--- config.mk ---
export PLATFORM = sky130hd
export DESIGN_NAME = qam_framer
export DESIGN_NICKNAME = d
export VERILOG_FILES = /design/src/rtl/qam_framer.sv
export SDC_FILE = /design/constraint.sdc
export NUM_CORES = 1
export LEC_CHECK = 0
export CORE_MARGIN = 2
export CORE_UTILIZATION = 40
export DETAILED_ROUTE_END_ITERATION = 7
export DONT_BUFFER_PORTS = 1
export GPL_ROUTABILITY_DRIVEN = 0
export PLACE_DENSITY = 0.6
export SLEW_MARGIN = 25
export SYNTH_ARGS = -nofsm -noshare
export SYNTH_HDL_FRONTEND = slang
export SYNTH_SLANG_ARGS = --single-unit
--- constraint.sdc ---
create_clock -name clk -period 2.7 [get_ports clk]
set_input_delay 0.405 -clock clk [delete_from_list [all_inputs] [get_ports clk]]
set_output_delay 0.405 -clock clk [all_outputs]
set_load 0.005 [all_outputs]
--- src/rtl/qam_framer.sv ---
module qam_framer #(
  parameter int N_DATA  = 64,
  parameter int N_GUARD = 32,
  localparam int N_FFT = N_DATA + 2 * N_GUARD,
  localparam int IDX_W = $clog2(N_FFT),
  localparam int DW    = $clog2(N_DATA)
) (
  input  logic                    clk,
  input  logic                    rst_n,
  input  logic                    in_valid,
  output logic                    in_ready,
  input  logic [3:0]              in_bits,
  output logic                    out_valid,
  input  logic                    out_ready,
  output logic signed [3:0]       out_i,
  output logic signed [3:0]       out_q,
  output logic [IDX_W-1:0]        out_idx,
  output logic                    out_sos
);

  localparam logic [DW-1:0]    WR_LAST = DW'(N_DATA - 1);
  localparam logic [IDX_W-1:0] RD_LAST = IDX_W'(N_FFT - 1);
  localparam logic [IDX_W-1:0] DATA_LO = IDX_W'(N_GUARD);
  localparam logic [IDX_W-1:0] DATA_HI = IDX_W'(N_GUARD + N_DATA);

  logic [3:0]       store [N_DATA];
  logic             sending;
  logic [DW-1:0]    wr_cnt;
  logic [IDX_W-1:0] rd_cnt;
  logic [DW-1:0]    rd_addr;
  logic [3:0]       nib;
  logic             in_data;

  function automatic logic signed [3:0] level(input logic [1:0] p);
    case (p)
      2'b00:   level = 4'sd3;
      2'b01:   level = 4'sd1;
      2'b11:   level = -4'sd1;
      default: level = -4'sd3;
    endcase
  endfunction

  always_ff @(posedge clk) begin
    if (!rst_n) begin
      sending <= 1'b0;
      wr_cnt  <= '0;
      rd_cnt  <= '0;
    end else if (!sending) begin
      if (in_valid) begin
        wr_cnt <= (wr_cnt == WR_LAST) ? '0 : wr_cnt + 1'b1;
        if (wr_cnt == WR_LAST) sending <= 1'b1;
      end
    end else if (out_ready) begin
      rd_cnt <= (rd_cnt == RD_LAST) ? '0 : rd_cnt + 1'b1;
      if (rd_cnt == RD_LAST) sending <= 1'b0;
    end
  end

  always_ff @(posedge clk) begin
    if (!sending && in_valid) store[wr_cnt] <= in_bits;
  end

  assign rd_addr   = DW'(rd_cnt - DATA_LO);
  assign nib       = store[rd_addr];
  assign in_data   = (rd_cnt >= DATA_LO) && (rd_cnt < DATA_HI);

  assign in_ready  = !sending;
  assign out_valid = sending;
  assign out_idx   = rd_cnt;
  assign out_sos   = sending && (rd_cnt == '0);
  assign out_i     = in_data ? level(nib[3:2]) : 4'sd0;
  assign out_q     = in_data ? level(nib[1:0]) : 4'sd0;

endmodule

======== Word-level counts from Yosys, hierarchy flattened ========
Memory sizes are Yosys's and may differ from the RTL's.
Index checks and enable logic that the tools add are counted.
W data, S select, Z words.
operators by class
  reductions and logical operators ........ 9
  mux-type cells .......................... 13
  $lt $le $gt $ge ......................... 2
  add/sub/neg operators ................... 3
  equality and inequality tests ........... 6
  bitwise logic cells ..................... 1
operator list
  operator               number
  $pmux W4 S3            2
  $mux W4                2
  $add A7 B1 Y7 const B  1
  $eq A7 B7 Y1 const B   1
  $ge A7 B6 Y1 const B   1
  $logic_not A7 Y1       1
  $lt A7 B7 Y1 const B   1
  $mux W1                7
  $mux W7                1
  $add A6 B1 Y6 const B  1
  $eq A6 B6 Y1 const B   1
  $mux W6                1
  $sub A6 B6 Y6 const B  1
  $eq A2 B1 Y1 const B   2
  $eq A2 B2 Y1 const B   2
  $logic_not A2 Y1       2
  $reduce_and A2 Y1      2
  $logic_and A1 B1 Y1    3
  $logic_not A1 Y1       1
  $not A1 Y1             1
storage, ports and cells
  bits of input ports ..................... 8
  bits in registers ....................... 14
  output and inout port bits .............. 18
  memories ................................ 1
  bits in writable memories ............... 256
  logic and storage cells ................. 38
memories
  memory  depth  bits a word  read ports  clocked after Yosys merged registers in  wr ports  RTL line  source
  store   64     4            1           0                                        1         26        logic [3:0] store [N_DATA];

======== Depth between registers and ports, before layout ========
An unclocked memory read counts as a cell.
  word-level depth ........................ 5
  mapped depth ............................ 12

======== Worst setup path after synthesis ========
No wires, ideal clock.
  kind .................................... flip-flop to output port
  start point ............................. reg rd_cnt[0], in the netlist out_idx[0]
  end point ............................... out out_q[3]
  setup slack ............................. -156 ps
  buffers on the path ..................... 2
  arrival ................................. 2451 ps
  stages on the path, launching flop included .. 9
  path through ............................ dfxtp_1 > buf_2 > mux4_2 > a2111oi_0 > nand2_1 > a32o_1 > ha_1 > o21a_1 > buf_4
on the way
  word-level cells in the longest chain between the ends .. 5
ends and longest elaborated chain
  what                                        RTL line  source
  from (decl)                                 29        logic [IDX_W-1:0] rd_cnt;
  from (signal assigned)                      54        rd_cnt <= (rd_cnt == RD_LAST) ? '0 : rd_cnt + 1'b1;
  $sub A6 B6 Y6                               63        assign rd_addr = DW'(rd_cnt - DATA_LO);
  $mem_v2 Z64 W4                              --
  $eq A2 B2 Y1, or another cell as far along  35        case (p)
  $pmux W4 S3                                 35
  $mux W4 *                                   72        assign out_q = in_data ? level(nib[1:0]) : 4'sd0;
  to (decl)                                   16        output logic signed [3:0] out_q,
Mark *: on every way between the ends. The rest lies on a longest branch, timed or not.

======== Worst setup path after layout ========
  start point ............................. reg rd_cnt[1], in the netlist out_idx[1]
  end point ............................... out out_i[1]
on the way
  word-level cells in the longest chain between the ends .. 5
ends and longest elaborated chain
  what                                        RTL line  source
  $sub A6 B6 Y6                               63
  $mem_v2 Z64 W4                              --
  $eq A2 B2 Y1, or another cell as far along  35
  $pmux W4 S3                                 35
  $mux W4 *                                   71        assign out_i = in_data ? level(nib[3:2]) : 4'sd0;
  to (decl)                                   15        output logic signed [3:0] out_i,
Marks and branches as above.

==> summary.md <==
| Metric | Value |
|---|---|
| Wirelength per Cell | 22.74 um |
| Post-synthesis cell type count | 48 |
| Slew Viols, Final | 0 |
| Crit path kind | flop to output pin |
| Clock sinks | 270 |
| Failing checks | setup timing |
| WL final | 25130 um |
| Clock power share | 44.6% |
| Launching point of the worst reg2reg path | out_valid$_SDFF_PN0_ |
| Combinational Power Share | 1.9% |
| Pint | 6.998 mW |
| Sequential area share after synthesis | 71.78% |
| Number of synthesis warnings | 0 |
| CTS buffer count | 28 |
| Main synth FF type | edfxtp_1 |
| Peak Freq | 298.7 MHz |
| Chip height | 170.6 um |
| Hold path start | rst_n |
| Final setup margin | -647.5 ps |
| Worst hold path type | input pin to flop |
| Post-synthesis cell count | 651 |
| R2r worst-path depth | 4 |
| Initial Utilization | 40.96% |
| Sw Share | 18.76% |
| P_leak | 4.110 nW |
| Max-Slew Margin vs Limit | 44.53% |
| Initial antenna violation count | 1 |
| Nets | 727 |
| Port buffer count | 0 |
| Final Cell Area | 13180 um^2 |
| CTS Buffer Depth | 3 |
| Drt drc | 0 |
| Die Wd | 170.6 um |
| DR vias | 6005 |
| Maxcap violations | 0 |
| CTS tree | done |
| Commonest cells after routing, fill and taps aside | edfxtp_1, nor2_1, buf_4 |
| H-tree depth | 1 |
| Number of synthesized flops with an enable pin | 256 |
| Skew final | 14.84 ps |
| Clk root buf | clkbuf_16 |
| PwrDens | 653.5 nW/um^2 |
| Largest net degree at the start of global routing | 65 |
| Sequential Power Share | 53.5% |
| Vias per inst | 5.434 |
| Post-Place Worst Slack | -368.7 ps |
| Worst r2r dst | store[52][2]$_DFFE_PP_ |
| Cell Rows | 60 |
| CP arrival | 2940 ps |
| Area of the die | 29100 um^2 |
| Worst-Margin Slew | 830.9 ps |
| Top fanout value on the critical path | 6 |
| Hold Slack | 18.10 ps |
| Grt total ovfl | 0 |
| FF+latch count, synth | 270 |
| Reg clk slew, reported paths | 60 ps |
| Worst VDD drop | 394.0 uV |
| Crit start category | flop |
| Core area | 27100 um^2 |
| Combined area of all synthesized cells | 11100 um^2 |
| RSZ-0062 raised after global routing | yes |
| GRT Total Usage | 17.74% |
| Hold depth | 1 |
| Worst EP required | 2300 ps |
| # setup viols final | 6 |
| Io pins | 26 |
| Flop-to-flop setup slack | 540 ps |
| Vias in the first global route | 6234 |
| Worst setup EP type | output pin |
| Detailed Place HPWL | 16440 um |
| DRT iter0 DRCs | 685 |
| Psw | 1.615 mW |
| Status | finished, violations left |
| Asr flop ratio synth | 0% |
| Area after DPL | 11870 um^2 |
| Final hold violation count | 0 |
| Layout cells sized above 1 | 26.78% |
| Fin crit share | 124.0% |
| Commonest non-fill, non-tap cell in the layout | edfxtp_1 |
| Clk_lat worst skew | 530 ps |
| Mean Syn Cell Area | 17.05 um^2 |
| P&R area growth vs syn | 18.75% |
| Tmin final | 3347 ps |
| Fin Setup TNS | -3741 ps |
| Net Count, Synth | 666 |
| Hold EP | wr_cnt[1]$_SDFFE_PN0P_ |
| DR pass1 iterations | 5 |
| Final antenna-violating net count | 0 |
| First-pass GRT wire length | 38470 um |
-- per-stage QoR --
stage | instances | util (%) | power, mW
finish | 1105 | 48.63 | 8.613
global route | 1104 | 48.62 | 8.857
CTS | 1100 | 48.20 | 8.679
detailed placement | 1038 | 43.80 | 4.766
global placement | 1038 | 43.80 | 4.765
floorplan | 651 | - | 4.743
-- routing by layer --
layer | vias up | track usage (%) | part of all wire [%]
li1 | 2677 | - | -
met1 | 3125 | 24.02 | 43
met2 | 170 | 29.98 | 49
met3 | 33 | 2.892 | 5.5
met4 | 0 | 4.645 | 1.8
met5 | - | 0 | 0
-- state kept, by name, summed over array words and instances (netlist names) --
signal     cells
store        256
out_idx        7
wr_cnt         6
out_valid      1
-- synthesized netlist by cell type (5+ instances only) --
| cell | n | area, um^2 |
|---|---|---|
| a21boi_0 | 5 | 37.54 |
| a21oi_1 | 6 | 30.03 |
| buf_2 | 9 | 45.04 |
| buf_4 | 7 | 52.55 |
| clkbuf_1 | 19 | 71.32 |
| dfxtp_1 | 14 | 280.3 |
| edfxtp_1 | 256 | 7687 |
| ha_1 | 7 | 87.58 |
| inv_1 | 6 | 22.52 |
| mux2_2 | 11 | 123.9 |
| mux2i_1 | 31 | 310.3 |
| mux4_2 | 45 | 1013 |
| nand2_1 | 45 | 168.9 |
| nand3_1 | 7 | 35.03 |
| nand4_1 | 5 | 31.28 |
| nor2_1 | 82 | 307.8 |
| nor2b_1 | 6 | 37.54 |
| nor3_1 | 6 | 30.03 |
| o221ai_1 | 9 | 78.83 |
| or3_1 | 9 | 56.30 |
| xnor2_1 | 5 | 43.79 |
-- power by group through the flow --
stage | logic (mW) | clock network (mW) | registers (mW)
floorplan | 0.0566 | 0 | 4.69
global placement | 0.0721 | 0 | 4.69
detailed placement | 0.0728 | 0 | 4.69
CTS | 0.164 | 3.91 | 4.60
global route | 0.179 | 4.07 | 4.60
finish | 0.164 | 3.84 | 4.60
-- how the worst max path moves through the flow --
stage	end	slack, ps	from	cells after the start
global placement	out_q[1]	-320	out_idx[1]$_SDFFE_PN0P_	9
floorplan	out_q[3]	-20	out_idx[1]$_SDFFE_PN0P_	10
global route	out_i[3]	-750	out_idx[1]$_SDFFE_PN0P_	9
finish	out_i[1]	-650	out_idx[1]$_SDFFE_PN0P_	9
detailed placement	out_q[1]	-370	out_idx[1]$_SDFFE_PN0P_	9
CTS	out_i[1]	-720	out_idx[1]$_SDFFE_PN0P_	9
-- area by class of cell --
class / instances / area (um^2)
Antenna cell: 1 / 2.502
Clock buffer: 41 / 810.8
Clock inverter: 9 / 117.6
Fill cell: 2232 / 13920
Inverter: 6 / 22.52
Multi-Input combinational cell: 335 / 3067
Sequential cell: 270 / 7973
Tap cell: 372 / 465.4
Timing Repair Buffer: 71 / 721.9
-- cell families (layout without fill, tap and decap cells) --
| kind of cell | Yosys count | in the layout | synth area share (%) |
|---|---|---|---|
| mux | 91 | 91 | 13.99 |
| fa+ha+maj | 7 | 7 | 0.7891 |
| xor+xnor | 9 | 9 | 0.7101 |
| other cells | 0 | 1 | 0 |
| flops | 270 | 270 | 71.78 |
| simple gates | 176 | 176 | 6.989 |
| buf+inv | 46 | 127 | 2.164 |
| compound gates | 52 | 52 | 3.574 |
-- repair_timing --
| item | CTS | global route |
|---|---|---|
| endpoints found under the setup margin | 6 | 7 |
| endpoints found under the hold margin | 258 | 0 |
| hold buffers | 5 | 0 |
| buffers inserted | 7 | 4 |
| pin swaps | 10 | 5 |
| gates resized for setup | 20 | 13 |
-- worst max-delay path, cell delays in order (launching register included) --
cell and delay, ps:
dfxtp_4 400, buf_6 140, buf_6 90, mux4_2 500, mux2_4 300, o22ai_4 180
o211a_1 200, o32ai_2 90, ha_1 360, and2_4 150
Note: power is estimated with default switching activity, not from simulation.
